===== config.mk =====
export PLATFORM = sky130hd
export DESIGN_NAME = dadj_unit
export DESIGN_NICKNAME = d
export VERILOG_FILES = /design/src/rtl/dadj_pkg.sv /design/src/rtl/dadj_unpacked.sv /design/src/rtl/dadj_packed.sv /design/src/rtl/dadj_scale.sv /design/src/rtl/dadj_ctrl.sv /design/src/rtl/dadj_unit.sv
export SDC_FILE = /design/constraint.sdc
export NUM_CORES = 1
export LEC_CHECK = 0
export BUFFER_PORTS_ARGS = -buffer_cell sky130_fd_sc_hd__clkbuf_2
export CORE_ASPECT_RATIO = 0.6
export CORE_UTILIZATION = 53
export CTS_CLUSTER_SIZE = 30
export DETAILED_ROUTE_END_ITERATION = 16
export PLACE_DENSITY_LB_ADDON = 0.05
export RECOVER_POWER = 25
export SYNTH_ARGS = -nofsm -noshare
export SYNTH_HDL_FRONTEND = slang
export SYNTH_SLANG_ARGS = --single-unit

===== constraint.sdc =====
create_clock -name clk -period 4.9 [get_ports clk]
set_input_delay 0.735 -clock clk [delete_from_list [all_inputs] [get_ports clk]]
set_output_delay 0.735 -clock clk [all_outputs]
set_load 0.02 [all_outputs]

===== src/rtl/dadj_pkg.sv =====
package dadj_pkg;

    localparam int BYTE_W = 8;
    localparam int WORD_W = 2 * BYTE_W;
    localparam int NFLAG  = 6;

    // flag positions
    localparam int FL_C = 0;
    localparam int FL_Z = 1;
    localparam int FL_S = 2;
    localparam int FL_O = 3;
    localparam int FL_P = 4;
    localparam int FL_A = 5;

    typedef enum logic [2:0] {
        OP_UADD  = 3'd0,
        OP_USUB  = 3'd1,
        OP_SPLIT = 3'd2,
        OP_MERGE = 3'd3,
        OP_PADD  = 3'd4,
        OP_PSUB  = 3'd5,
        OP_RSV6  = 3'd6,
        OP_RSV7  = 3'd7
    } dadj_op_e;

    typedef struct packed {
        logic [WORD_W-1:0] ax;
        logic [NFLAG-1:0]  flags;
        logic [NFLAG-1:0]  mask;
    } dadj_res_t;

    localparam logic [NFLAG-1:0] MASK_UNPK = NFLAG'((1 << FL_C) | (1 << FL_A));
    localparam logic [NFLAG-1:0] MASK_SCAL = NFLAG'((1 << FL_Z) | (1 << FL_S) | (1 << FL_P));
    localparam logic [NFLAG-1:0] MASK_PACK = MASK_UNPK | MASK_SCAL;

endpackage


===== src/rtl/dadj_unpacked.sv =====
module dadj_unpacked #(
    parameter int BW = 8
) (
    input  logic          is_sub,
    input  logic [BW-1:0] lo_i,
    input  logic [BW-1:0] hi_i,
    input  logic          af_i,
    output logic [BW-1:0] lo_o,
    output logic [BW-1:0] hi_o,
    output logic          carry_o
);
    localparam logic [BW-1:0] STEP_LO = BW'(6);
    localparam logic [BW-1:0] STEP_HI = BW'(1);
    localparam logic [3:0]    DIGMAX  = 4'd9;

    logic          need;
    logic [BW-1:0] lo_t;
    logic [BW-1:0] hi_t;

    always_comb begin
        need = (lo_i[3:0] > DIGMAX) || af_i;
        lo_t = is_sub ? (lo_i - STEP_LO) : (lo_i + STEP_LO);
        hi_t = is_sub ? (hi_i - STEP_HI) : (hi_i + STEP_HI);
        lo_o = '0;
        if (need) begin
            lo_o[3:0] = lo_t[3:0];
            hi_o      = hi_t;
        end else begin
            lo_o[3:0] = lo_i[3:0];
            hi_o      = hi_i;
        end
        carry_o = need;
    end
endmodule


===== src/rtl/dadj_packed.sv =====
module dadj_packed #(
    parameter int BW = 8
) (
    input  logic          is_sub,
    input  logic [BW-1:0] lo_i,
    input  logic          cf_i,
    input  logic          af_i,
    output logic [BW-1:0] lo_o,
    output logic          cf_o,
    output logic          af_o
);
    localparam logic [BW-1:0] STEP_LO = BW'(6);
    localparam logic [BW-1:0] STEP_HI = BW'(8'h60);
    localparam logic [BW-1:0] HI_LIM  = BW'(8'h9F);
    localparam logic [3:0]    DIGMAX  = 4'd9;

    logic [BW-1:0] mid;

    always_comb begin
        af_o = (lo_i[3:0] > DIGMAX) || af_i;
        if (af_o) mid = is_sub ? (lo_i - STEP_LO) : (lo_i + STEP_LO);
        else      mid = lo_i;
        cf_o = (mid > HI_LIM) || cf_i;
        if (cf_o) lo_o = is_sub ? (mid - STEP_HI) : (mid + STEP_HI);
        else      lo_o = mid;
    end
endmodule


===== src/rtl/dadj_scale.sv =====
module dadj_scale #(
    parameter int BW    = 8,
    parameter int RADIX = 10
) (
    input  logic          do_merge,
    input  logic [BW-1:0] lo_i,
    input  logic [BW-1:0] hi_i,
    output logic [BW-1:0] lo_o,
    output logic [BW-1:0] hi_o
);
    localparam logic [BW-1:0] RDX = BW'(RADIX);

    logic [BW-1:0] quot;
    logic [BW-1:0] rem;
    logic [BW-1:0] merged;

    always_comb begin
        quot   = lo_i / RDX;
        rem    = lo_i % RDX;
        merged = (hi_i * RDX) + lo_i;
        if (do_merge) begin
            lo_o = merged;
            hi_o = '0;
        end else begin
            lo_o = rem;
            hi_o = quot;
        end
    end
endmodule


===== src/rtl/dadj_ctrl.sv =====
module dadj_ctrl (
    input  logic clk,
    input  logic rst_n,
    input  logic in_valid,
    input  logic out_ready,
    output logic in_ready,
    output logic out_valid,
    output logic load
);
    typedef enum logic [0:0] {
        ST_EMPTY = 1'b0,
        ST_FULL  = 1'b1
    } st_e;

    st_e state_q;
    st_e state_d;

    always_ff @(posedge clk) begin
        if (!rst_n) state_q <= ST_EMPTY;
        else        state_q <= state_d;
    end

    always_comb begin
        state_d = state_q;
        unique case (state_q)
            ST_EMPTY: if (in_valid) state_d = ST_FULL;              // T_ACCEPT
            ST_FULL: begin
                if (out_ready && !in_valid) state_d = ST_EMPTY;     // T_DRAIN
                else                        state_d = ST_FULL;      // T_RELOAD / T_STALL
            end
            default: state_d = ST_EMPTY;
        endcase
    end

    always_comb begin
        in_ready  = 1'b0;
        out_valid = 1'b0;
        unique case (state_q)
            ST_EMPTY: in_ready = 1'b1;
            ST_FULL: begin
                out_valid = 1'b1;
                in_ready  = out_ready;
            end
            default: in_ready = 1'b0;
        endcase
        load = in_valid && in_ready;
    end
endmodule


===== src/rtl/dadj_unit.sv =====
module dadj_unit
    import dadj_pkg::*;
#(
    parameter int RADIX = 10
) (
    input  logic                 clk,
    input  logic                 rst_n,
    input  logic                 in_valid,
    output logic                 in_ready,
    input  logic [2:0]           in_op,
    input  logic [WORD_W-1:0]    in_ax,
    input  logic                 in_cf,
    input  logic                 in_af,
    output logic                 out_valid,
    input  logic                 out_ready,
    output logic [WORD_W-1:0]    out_ax,
    output logic [NFLAG-1:0]     out_flags,
    output logic [NFLAG-1:0]     out_mask
);
    localparam int BW = BYTE_W;

    logic [BW-1:0] lo_in;
    logic [BW-1:0] hi_in;
    dadj_op_e      op;

    assign lo_in = in_ax[BW-1:0];
    assign hi_in = in_ax[WORD_W-1:BW];
    assign op    = dadj_op_e'(in_op);

    logic [BW-1:0] u_lo, u_hi;
    logic          u_c;
    logic [BW-1:0] p_lo;
    logic          p_c, p_a;
    logic [BW-1:0] s_lo, s_hi;
    logic          load;

    dadj_unpacked #(.BW(BW)) unpk_i (
        .is_sub  (op == OP_USUB),
        .lo_i    (lo_in),
        .hi_i    (hi_in),
        .af_i    (in_af),
        .lo_o    (u_lo),
        .hi_o    (u_hi),
        .carry_o (u_c)
    );

    dadj_packed #(.BW(BW)) pack_i (
        .is_sub (op == OP_PSUB),
        .lo_i   (lo_in),
        .cf_i   (in_cf),
        .af_i   (in_af),
        .lo_o   (p_lo),
        .cf_o   (p_c),
        .af_o   (p_a)
    );

    dadj_scale #(.BW(BW), .RADIX(RADIX)) scal_i (
        .do_merge (op == OP_MERGE),
        .lo_i     (lo_in),
        .hi_i     (hi_in),
        .lo_o     (s_lo),
        .hi_o     (s_hi)
    );

    dadj_ctrl ctrl_i (
        .clk       (clk),
        .rst_n     (rst_n),
        .in_valid  (in_valid),
        .out_ready (out_ready),
        .in_ready  (in_ready),
        .out_valid (out_valid),
        .load      (load)
    );

    function automatic logic [NFLAG-1:0] byte_flags(input logic [BW-1:0] b);
        logic [NFLAG-1:0] f;
        f       = '0;
        f[FL_Z] = (b == '0);
        f[FL_S] = b[BW-1];
        f[FL_P] = ~(^b);
        return f;
    endfunction

    dadj_res_t nxt;
    dadj_res_t res_q;

    always_comb begin
        nxt = '0;
        unique case (op)
            OP_UADD, OP_USUB: begin
                nxt.ax          = {u_hi, u_lo};
                nxt.flags[FL_C] = u_c;
                nxt.flags[FL_A] = u_c;
                nxt.mask        = MASK_UNPK;
            end
            OP_SPLIT, OP_MERGE: begin
                nxt.ax    = {s_hi, s_lo};
                nxt.flags = byte_flags(s_lo);
                nxt.mask  = MASK_SCAL;
            end
            OP_PADD, OP_PSUB: begin
                nxt.ax          = {hi_in, p_lo};
                nxt.flags       = byte_flags(p_lo);
                nxt.flags[FL_C] = p_c;
                nxt.flags[FL_A] = p_a;
                nxt.mask        = MASK_PACK;
            end
            default: begin
                nxt.ax = in_ax;
            end
        endcase
    end

    always_ff @(posedge clk) begin
        if (!rst_n)    res_q <= '0;
        else if (load) res_q <= nxt;
    end

    assign out_ax    = res_q.ax;
    assign out_flags = res_q.flags;
    assign out_mask  = res_q.mask;

endmodule


==> results of run 1 <==
-- cell usage after synthesis (3+ instances only) --
cell type / count / area (um^2)
nand2_1: 35 / 131.4
clkbuf_1: 18 / 67.56
a21oi_1: 36 / 180.2
a22o_1: 3 / 26.28
and4_1: 3 / 26.28
xnor2_1: 30 / 262.8
mux2i_1: 5 / 50.05
o211ai_1: 11 / 82.58
nand2b_1: 10 / 62.56
buf_1: 4 / 15.01
buf_4: 6 / 45.04
and3_1: 5 / 31.28
o21ai_0: 23 / 115.1
a22oi_1: 5 / 37.54
or3_1: 3 / 18.77
dfxtp_1: 24 / 480.5
a21o_1: 9 / 67.56
inv_1: 22 / 82.58
o31ai_1: 7 / 52.55
buf_2: 5 / 25.02
o21a_1: 4 / 30.03
fa_1: 4 / 80.08
nand3_1: 18 / 90.09
or4_1: 3 / 22.52
nor3b_1: 4 / 30.03
o21bai_1: 5 / 37.54
o2111ai_1: 3 / 26.28
o21ai_2: 5 / 43.79
o22ai_1: 5 / 31.28
xor2_1: 5 / 43.79
nor2_1: 35 / 131.4
nor2b_1: 6 / 37.54
ha_1: 36 / 450.4
a31oi_1: 6 / 37.54
a221oi_1: 8 / 70.07
or2_2: 5 / 31.28
nand3b_1: 3 / 22.52
nor3_1: 16 / 80.08
a31o_2: 3 / 26.28
-- area by class of cell --
class / instances / area (um^2)
clock buffers: 4 / 88.84
fillers: 534 / 1926
inverters: 24 / 91.34
multi-input cells: 405 / 3044
flip-flops and latches: 24 / 480.5
well taps: 84 / 105.1
repair buffers: 102 / 623.1
-- repair_timing --
action                                  CTS  global route
endpoints found under the setup margin    0             1
gates resized for setup                   0            30
setup buffers                             0             2
hold buffers                              0             0
-- cell usage in the layout, fill, tap and decap left out, types with 11 or more instances in the layout --
cell and n:
clkbuf_2 39, a21oi_1 34, o211ai_1 11, nand2_1 35
nand3_1 17, inv_1 21, dfxtp_1 24, buf_4 49
clkbuf_1 13, nor3_1 15, ha_1 33, o21ai_0 19
nor2_1 35, xnor2_1 28
-- path summary, 6_finish.rpt --
check,startpoint,end,slack [ns],depth (start not counted)
setup / recovery,in_ax[5],out_flags[4],0.18,20
hold / removal,out_ax[5],out_ax[5],0.46,2
setup reg to reg,ctrl_i.state_q,out_ax[2],2.99,6
hold reg to reg,out_ax[5],out_ax[5],0.46,2
-- where the power goes --
group	internal, W	switching [W]	total, W
clock	0.000125	0.0000667	0.000191
sequential	0.000210	0.00000844	0.000218
combinational	0.000289	0.000370	0.000658
-- critical path, delay by kind of cell --
family	cells	cell delay, ns
XOR/XNOR	2	0.28
buffers and inverters	3	0.57
adder cells (fa/ha/maj)	1	0.34
multiplexers	1	0.14
AO/OA/AOI/OAI	7	1.53
AND/OR/NAND/NOR	6	1.23
-- metrics by stage --
step,power [W],cells,setup WS [ns],util [%]
floorplan,0.0006277,487,0.01384,-
global placement,0.0008085,637,-0.01760,66.17
detailed placement,0.0008165,637,-0.2160,66.17
CTS,0.001010,641,0.03822,67.57
global route,0.001132,643,0.01243,69.72
finish,0.001068,643,0.1842,69.72
-- registers in the layout (all words and copies together), names as in the netlist --
register and cells:
ctrl_i.state_q 1, out_mask 2, out_ax 16, out_flags 5
-- layer usage --
metal	vias up	share of wire (%)	GRT usage [%]
li1	1948	-	-
met1	1965	47	52.77
met2	237	39	45.13
met3	9	13	9.655
met4	0	0.48	2.196
met5	-	0	0
-- logic make-up (layout without fill, tap and decap cells) --
| group | count (synthesis) | count (layout) | synth area share [%] |
|---|---|---|---|
| AOI/OAI and AO/OA | 162 | 162 | 31.78 |
| and+or+nand+nor | 160 | 160 | 23.25 |
| buffers and inverters | 58 | 130 | 6.980 |
| adders and majority gates | 40 | 40 | 14.58 |
| xor gates and xnor gates | 35 | 35 | 8.425 |
| DFF | 24 | 24 | 13.20 |
| muxes | 6 | 6 | 1.685 |
| other | 1 | 2 | 0.1031 |
==> results.md, run 1 <==
* Setup TNS Final at 0 ns
* Mapped Area at 3638 um^2
* CTS tree: built
* Critical setup path kind: primary input to register
* FP Rows at 22
* Area after DPL at 4208 um^2
* Post-DR vias/cell at 6.468
* Initial Util at 57.22%
* Worst Path Max Fanout at 8
* GRT Util Overall at 33.55%
* Clk_lat worst skew at 0.26 ns
* Clock Skew at 0.0007895 ns
* Pin count of the biggest net entering global routing at 27
* Layout cell share with drive strength beyond 1 at 24.33%
* Critical Path Source Type: primary input
* Final ANT Viol Nets at 0
* Die width at 109.0 um
* Post-synthesis cell count at 486
* I/O pin cnt at 55
* Yosys warns at 0
* Max Freq at 212.1 MHz
* Slew Limit Fails at 0
* Number of synthesized flops with an enable pin at 0
* Critical-path cell list: clkbuf_2 > buf_4 > or4b_1 > nor2_1 > nor3_1 > a32o_1 > o21ai_1 > nor2b_1 > o2111ai_1 > a21boi_2 > buf_4 > o31ai_1 > mux2i_1 > ha_1 > xnor2_2 > xnor2_1 > a22oi_1 > nor2_1 > a21oi_1 > nor2_1
* CP Capture Type: register
* CP max stage cell: or4b_1
* CTS Buf Count at 3
* Seq/Total Area, Yosys at 13.20%
* Clk slew on worst S/H paths at 0.06 ns
* Iteration-0 DRC Markers at 505
* Min Tclk post-route at 4.716 ns
* Core box area at 6359 um^2
* DR pass1 iterations at 5
* Htree depth at 1
* Post-DP HPWL at 9.502 mm
* Vias in the first global route at 3505
* Top_reg_cell synth: dfxtp_1
* Final cycle utilization of the critical path at 96.24%
* Peak supply drop at 0.1711 mV
* WP data arrival at 4.85 ns
* Area Overhead vs Synth at 21.84%
* Asr flop ratio synth at 0%
* RSZ-0062 raised after global routing: false
* Design area at 4433 um^2
* First-pass GRT wire length at 18.48 mm
* Max-slew headroom at 39.48%
* Final hold slack at 0.4581 ns
* Drt drc at 0
* Final setup fails at 0
* Clock Sinks at 24
* Max Root-Sink Buffers at 2
* Die area at 7211 um^2
* Status: completed
* Hold Path Class: register to register
* Syn avg cell area at 7.487 um^2
* Root Buffer: clkbuf_16
* CP required at 5.03 ns
* RePlAce Congestion at 1.037
* PortBufs at 52
* Drt wl/cell at 18.66 um
* Pwr/cell area at 240.9 nW/um^2
* Register bit count reported by yosys at 24
* Die span in y at 66.18 um
* Cell variety after synth at 77
* Max cap viols at 0
* Final hold violation count at 0
* CP most frequent cell: nor2_1
* Tightest Pin Transition at 0.9056 ns
* Final nets at 625
* Diode count at 0
* Vias at 4159
* Leak at 1.926 nW
* Global route overflow at 0
* Max incr delay on CP at 0.46 ns
* Antenna violations before repair at 0
* Final WL at 12.00 mm
(Power assumes the default switching activity.)
==> run 2, diff against run 1 <==
--- a/config.mk
+++ b/config.mk
@@ -14,4 +14,5 @@
 export RECOVER_POWER = 25
 export SYNTH_ARGS = -nofsm -noshare
 export SYNTH_HDL_FRONTEND = slang
+export SYNTH_HIERARCHICAL = 1
 export SYNTH_SLANG_ARGS = --single-unit
==> results.md, run 2 <==
* Root Buffer: clkbuf_16 (unchanged)
* Vias at 3567 (was 4159)
* Asr flop ratio synth at 0% (unchanged)
* Slew Limit Fails at 0 (unchanged)
* Clk slew on worst S/H paths at 0.07 ns (was 0.06 ns)
* Post-DP HPWL at 7.237 mm (was 9.502 mm)
* Core box area at 6331 um^2 (was 6359 um^2)
* Tightest Pin Transition at 0.7337 ns (was 0.9056 ns)
* Syn avg cell area at 7.862 um^2 (was 7.487 um^2)
* Post-DR vias/cell at 6.193 (was 6.468)
* Die span in y at 65.92 um (was 66.18 um)
* RePlAce Congestion at 0.8708 (was 1.037)
* Peak supply drop at 0.1618 mV (was 0.1711 mV)
* Most common cell after layout, fill and taps aside: clkbuf_2 (was buf_4)
* CTS tree: built (unchanged)
* CTS Hold Bufs at 0 (unchanged)
* Final cycle utilization of the critical path at 94.16% (was 96.24%)
* Antenna violations before repair at 0 (unchanged)
* Initial Util at 57.00% (was 57.22%)
* Largest cells by area after synthesis: dfxtp_1, ha_1, xnor2_1 (unchanged)
* CP Capture Type: register (unchanged)
* Cell variety after synth at 86 (was 77)
* Worst Path Max Fanout at 7 (was 8)
* First-pass GRT wire length at 15.61 mm (was 18.48 mm)
* Iteration-0 DRC Markers at 309 (was 505)
* Most common cell in the netlist: ha_1
* Final ANT Viol Nets at 0 (unchanged)
* WP data arrival at 4.79 ns (was 4.85 ns)
* Max cap viols at 0 (unchanged)
* Vias in the first global route at 3179 (was 3505)
* Drt wl/cell at 16.63 um (was 18.66 um)
* Post_cts resized at 0 (unchanged)
* Number of synthesized flops with an enable pin at 0 (unchanged)
* Drt drc at 0 (unchanged)
* Critical setup path kind: primary input to register (unchanged)
* Mapped Area at 3608 um^2 (was 3638 um^2)
* Total power at 0.0009223 W (was 0.001068 W)
* Setup TNS Final at 0 ns (unchanged)
* Register bit count reported by yosys at 24 (unchanged)
* DR pass1 iterations at 5 (unchanged)
* Seq/Total Area, Yosys at 13.31% (was 13.20%)
* CTS Buf Count at 3 (unchanged)
* Critical Path Source Type: primary input (unchanged)
* Top_reg_cell synth: dfxtp_1 (unchanged)
* Share of the synthesized area in the top cell type at 13.31% (was 13.20%)
* I/O pin cnt at 55 (unchanged)
* Max Root-Sink Buffers at 2 (unchanged)
* Hold Path Class: register to register (unchanged)
* Yosys warns at 6 (was 0)
* Global route overflow at 0 (unchanged)
* Post-synthesis cell count at 459 (was 486)
* CP required at 5.08 ns (was 5.03 ns)
* Pwr/cell area at 235.5 nW/um^2 (was 240.9 nW/um^2)
* Final hold violation count at 0 (unchanged)
* Htree depth at 1 (unchanged)
* Area Overhead vs Synth at 8.530% (was 21.84%)
* Final setup fails at 0 (unchanged)
* Layout cell share with drive strength beyond 1 at 16.46% (was 24.33%)
* Status: completed (unchanged)
* Final nets at 561 (was 625)
* Diode count at 0 (unchanged)
* RSZ-0062 raised after global routing: false (unchanged)
* Clk_lat worst skew at 0.26 ns (about the same)
* Die width at 108.5 um (was 109.0 um)
* Max-slew headroom at 51.09% (was 39.48%)
* Leak at 1.749 nW (was 1.926 nW)
* FP Rows at 22 (unchanged)
* Max Freq at 216.7 MHz (was 212.1 MHz)
* Die area at 7153 um^2 (was 7211 um^2)
* GRT Util Overall at 27.47% (was 33.55%)
* Pin count of the biggest net entering global routing at 23 (was 27)
* Min Tclk post-route at 4.614 ns (was 4.716 ns)
* Final WL at 9.576 mm (was 12.00 mm)
* Clock Skew at 0.003296 ns (was 0.0007895 ns)
* Area leader, netlist: dfxtp_1 (unchanged)
* PortBufs at 52 (unchanged)
* Clock Sinks at 24 (unchanged)
* Largest register FFs at 16 (unchanged)
* Commonest non-fill, non-tap cells in the layout: clkbuf_2, ha_1, inv_1 (was buf_4, clkbuf_2, nand2_1, nor2_1, a21oi_1)
* Postcts setup bufs at 0 (unchanged)
* Most frequent cells after synthesis: ha_1, inv_1, a21oi_1 (was a21oi_1, ha_1, nand2_1, nor2_1, xnor2_1)
==> run 2: worst paths after layout <==
path	slack (ns)	endpoint	cells after the start	start
worst max-delay path	0.29	out_flags[4]	17	in_op[1]
worst min-delay path	0.49	out_flags[2]	2	out_flags[2]
worst max register to register	3.11	out_ax[9]	6	ctrl_i/state_q
worst min register to register	0.49	out_flags[2]	2	out_flags[2]
==> run 2: power breakdown <==
group	switching (W)	internal [W]	total, W
registers	0.00000929	0.000210	0.000219
logic	0.000267	0.000198	0.000465
clock network	0.0000760	0.000163	0.000239
==> run 2: logic make-up after synthesis <==
family / Yosys count / synth area share (%)
compound gates: 149 / 30.86
xor+xnor: 29 / 7.039
fa+ha+maj: 43 / 15.95
buf+inv: 80 / 11.10
flops: 24 / 13.31
mux: 5 / 1.456
other cells: 3 / 0.3120
simple gates: 126 / 19.97
==> run 2: area by class of cell <==
type | instances | area, um^2
clock buffer | 3 | 75.07
clock inverter | 1 | 30.03
fill | 605 | 2415
multi-input combinational | 361 | 2746
inverter | 40 | 150.1
tap | 84 | 105.1
sequential | 24 | 480.5
timing repair buffer | 63 | 329.1
==> run 2: per-stage QoR <==
stage / hold WS (ns) / utilization (%) / area (um^2) / setup WS [ns] / instances
4_1_cts: 0.4970 / 62.13 / 3934 / 0.3304 / 576
3_5_place_dp: 0.4802 / 60.47 / 3829 / 0.1069 / 572
5_1_grt: 0.5375 / 61.86 / 3916 / 0.05232 / 576
2_1_floorplan: 0.5582 / - / 3631 / 0.3590 / 465
3_3_place_gp: 0.4760 / 60.47 / 3829 / 0.2129 / 572
6_report: 0.4917 / 61.86 / 3916 / 0.2863 / 576
==> run 2: critical path, stage by stage <==
cell and delay, ns:
clkbuf_2 0.11, inv_1 0.14, and3_1 0.36, inv_1 0.15
fa_1 0.51, a211o_1 0.35, and4_4 0.19, or4_4 0.51
a311oi_4 0.37, nand3_1 0.14, o22ai_1 0.22, inv_1 0.07
ha_1 0.28, xor2_1 0.19, xnor2_1 0.14, a22oi_1 0.08
o31ai_1 0.24
==> run 2: routing by layer <==
layer	up-vias	track usage (%)	routed length [um]	part of all wire, %
met5	-	0	0	0
met4	0	4.223	80	0.84
met3	8	2.562	551	5.8
met2	128	42.80	3960	41
met1	1693	41.13	4983	52
li1	1738	-	-	-
==> run 3, diff against run 2 <==
--- a/config.mk
+++ b/config.mk
@@ -7,7 +7,7 @@
 export LEC_CHECK = 0
 export BUFFER_PORTS_ARGS = -buffer_cell sky130_fd_sc_hd__clkbuf_2
 export CORE_ASPECT_RATIO = 0.6
-export CORE_UTILIZATION = 53
+export CORE_UTILIZATION = 63
 export CTS_CLUSTER_SIZE = 30
 export DETAILED_ROUTE_END_ITERATION = 16
 export PLACE_DENSITY_LB_ADDON = 0.05
==> constraint.sdc (replaced) <==
create_clock -name clk -period 5.7 [get_ports clk]
set_input_delay 0.855 -clock clk [delete_from_list [all_inputs] [get_ports clk]]
set_output_delay 0.855 -clock clk [all_outputs]
set_load 0.1 [all_outputs]
==> results.md, run 3 (synthesis gave the netlist of run 2 again) <==
* Status: completed (unchanged)
* Placed cells at 556 (was 572)
* WP data arrival at 5.35 ns (was 4.79 ns)
* Peak supply drop at 0.1449 mV (was 0.1618 mV)
* Initial Util at 68.34% (was 57.00%)
* Htree depth at 1 (unchanged)
* Global route overflow at 0 (unchanged)
* Crit-path leading delay family: compound AO/OA/AOI/OAI gates (unchanged)
* Max Freq at 193.3 MHz
* CP required at 5.88 ns (was 5.08 ns)
* Die span in y at 60.62 um (was 65.92 um)
* Commonest non-fill, non-tap cells in the layout: clkbuf_2, ha_1, inv_1 (unchanged)
* Pwr/cell area at 215.3 nW/um^2 (was 235.5 nW/um^2)
* Area Overhead vs Synth at 5.478% (was 8.530%)
* CTS Buf Count at 3 (unchanged)
* Pin count of the biggest net entering global routing at 23 (unchanged)
* Critical-path cell list: clkbuf_1 > inv_1 > and3_1 > ha_1 > and2_1 > a221o_1 > o21a_1 > o31ai_1 > xnor2_1 > ha_1 > nor2_1 > o311ai_0 > o311a_1 > o22ai_1 > inv_1 > ha_1 > xor2_1 > xnor2_1 > a22oi_1 > o31ai_1 (was clkbuf_2 > inv_1 > and3_1 > inv_1 > fa_1 > a211o_1 > and4_4 > or4_4 > a311oi_4 > nand3_1 > o22ai_1 > inv_1 > ha_1 > xor2_1 > xnor2_1 > a22oi_1 > o31ai_1)
* CP max stage cell: o31ai_1 (was fa_1)
* Die area at 6044 um^2 (was 7153 um^2)
* Clock Skew at 0.002080 ns (was 0.003296 ns)
* Leak at 1.689 nW (was 1.749 nW)
* Final hold violation count at 0 (unchanged)
* Post-DR vias/cell at 6.296 (was 6.193)
* Total power at 0.0008194 W (was 0.0009223 W)
* Root Buffer: clkbuf_8 (was clkbuf_16)
* Final ANT Viol Nets at 0 (unchanged)
* Final nets at 552 (was 561)
* Drt drc at 0 (unchanged)
* Vias at 3526 (was 3567)
* Most common cell after layout, fill and taps aside: clkbuf_2 (unchanged)
* Vias in the first global route at 2998 (was 3179)
* Core box area at 5280 um^2 (was 6331 um^2)
* CTS Hold Bufs at 0 (unchanged)
* Multi-input combinational cell area at 2746 um^2 (unchanged)
* Final cycle utilization of the critical path at 90.75%
* Layout cell share with drive strength beyond 1 at 14.91% (was 16.46%)
* I/O pin cnt at 55 (unchanged)
* FP Rows at 20 (was 22)
* Setup TNS Final at 0 ns (unchanged)
* Clock Sinks at 24 (unchanged)
* Final setup fails at 0 (unchanged)
* Postcts setup bufs at 0 (unchanged)
* Diode count at 0 (unchanged)
* Fillers at 448 (was 605)
* Post-DP HPWL at 6.922 mm (was 7.237 mm)
* Drt wl/cell at 16.18 um (was 16.63 um)
* Worst Path Max Fanout at 12 (was 7)
* GRT Util Overall at 30.67% (was 27.47%)
* Reg area at 480.5 um^2 (unchanged)
* Max-slew headroom at 22.43% (was 51.09%)
* Hold Path Class: register to register (unchanged)
* Max cap viols at 0 (unchanged)
* Clk slew on worst S/H paths at 0.09 ns (was 0.07 ns)
* CP Capture Type: register (unchanged)
* Largest register FFs at 16 (unchanged)
* Slew Limit Fails at 0 (unchanged)
* Max incr delay on CP at 0.57 ns (was 0.51 ns)
* Non-filler instance count after layout at 560 (was 576)
* Critical setup path kind: primary input to register (unchanged)
* Min Tclk post-route at 5.173 ns
* Clk_lat worst skew at 0.27 ns (was 0.26 ns)
* CTS tree: built (unchanged)
* RSZ-0062 raised after global routing: false (unchanged)
* First-pass GRT wire length at 14.58 mm (was 15.61 mm)
* Die width at 99.71 um (was 108.5 um)
* PortBufs at 52 (unchanged)
* Post_cts resized at 0 (unchanged)
* Antenna violations before repair at 0 (unchanged)
* Tightest Pin Transition at 1.169 ns (was 0.7337 ns)
* Max Root-Sink Buffers at 2 (unchanged)
* Final WL at 9.061 mm (was 9.576 mm)
* Critical Path Source Type: primary input (unchanged)
* DR pass1 iterations at 6 (was 5)
* RePlAce Congestion at 0.8788 (was 0.8708)
* Iteration-0 DRC Markers at 317 (was 309)
* CP most frequent cell: ha_1 (was inv_1)
* Crit path buf inv count at 3 (was 4)
[run 3: changes by cell type in the layout (fill, tap and decap cells not counted)]
cell / delta
clkbuf_16: -3
clkbuf_8: +3
buf_4: -9
[run 3: tightest hold or removal path: stages (launching register included)]
cell and delay, ns:
dfxtp_1 0.34, a21oi_1 0.06, nor2_1 0.07
[run 3: worst paths after layout]
path	startpoint	to	slack, ns	depth (start not counted)
worst max-delay path	in_op[1]	out_flags[4]	0.53	20
worst max register to register	ctrl_i/state_q	out_ax[10]	3.81	6
worst min-delay path	out_flags[2]	out_flags[2]	0.50	2
worst min register to register	out_flags[2]	out_flags[2]	0.50	2
[run 3: layout make-up]
class / instances / area share (%)
Sequential cell: 24 / 12.62
Clock inverter: 1 / 0.7890
Tap cell: 77 / 2.531
Multi-Input combinational cell: 361 / 72.16
Inverter: 40 / 3.945
Clock buffer: 3 / 1.085
Timing Repair Buffer: 54 / 6.870
[run 3: stage by stage]
| step | hold WS, ns | setup WS (ns) | utilization, % | cell area (um^2) |
|---|---|---|---|---|
| CTS | 0.5061 | 0.5957 | 72.42 | 3824 |
| floorplan | 0.9237 | 1.039 | - | 3631 |
| global placement | 0.4760 | 0.6307 | 71.07 | 3752 |
| global route | 0.5445 | 0.1429 | 72.09 | 3806 |
| finish | 0.5005 | 0.5272 | 72.09 | 3806 |
| detailed placement | 0.4840 | 0.4028 | 71.07 | 3752 |
[run 3: report_power, final]
group	switching, W	internal [W]	leakage, nW	total, W
registers	0.00000777	0.000180	0.197	0.000188
logic	0.000319	0.000162	1.46	0.000481
clock network	0.0000570	0.0000939	0.0357	0.000151
total	0.000383	0.000436	1.69	0.000819
[run 3: routing by layer]
| layer | share of wire [%] | global-route usage, % | vias up | wire, um |
|---|---|---|---|---|
| li1 | - | - | 1720 | - |
| met1 | 47 | 43.61 | 1656 | 4283 |
| met2 | 45 | 52.32 | 142 | 4068 |
| met3 | 7.2 | 3.341 | 8 | 651 |
| met4 | 0.63 | 3.782 | 0 | 57 |
| met5 | 0 | 0 | - | 0 |
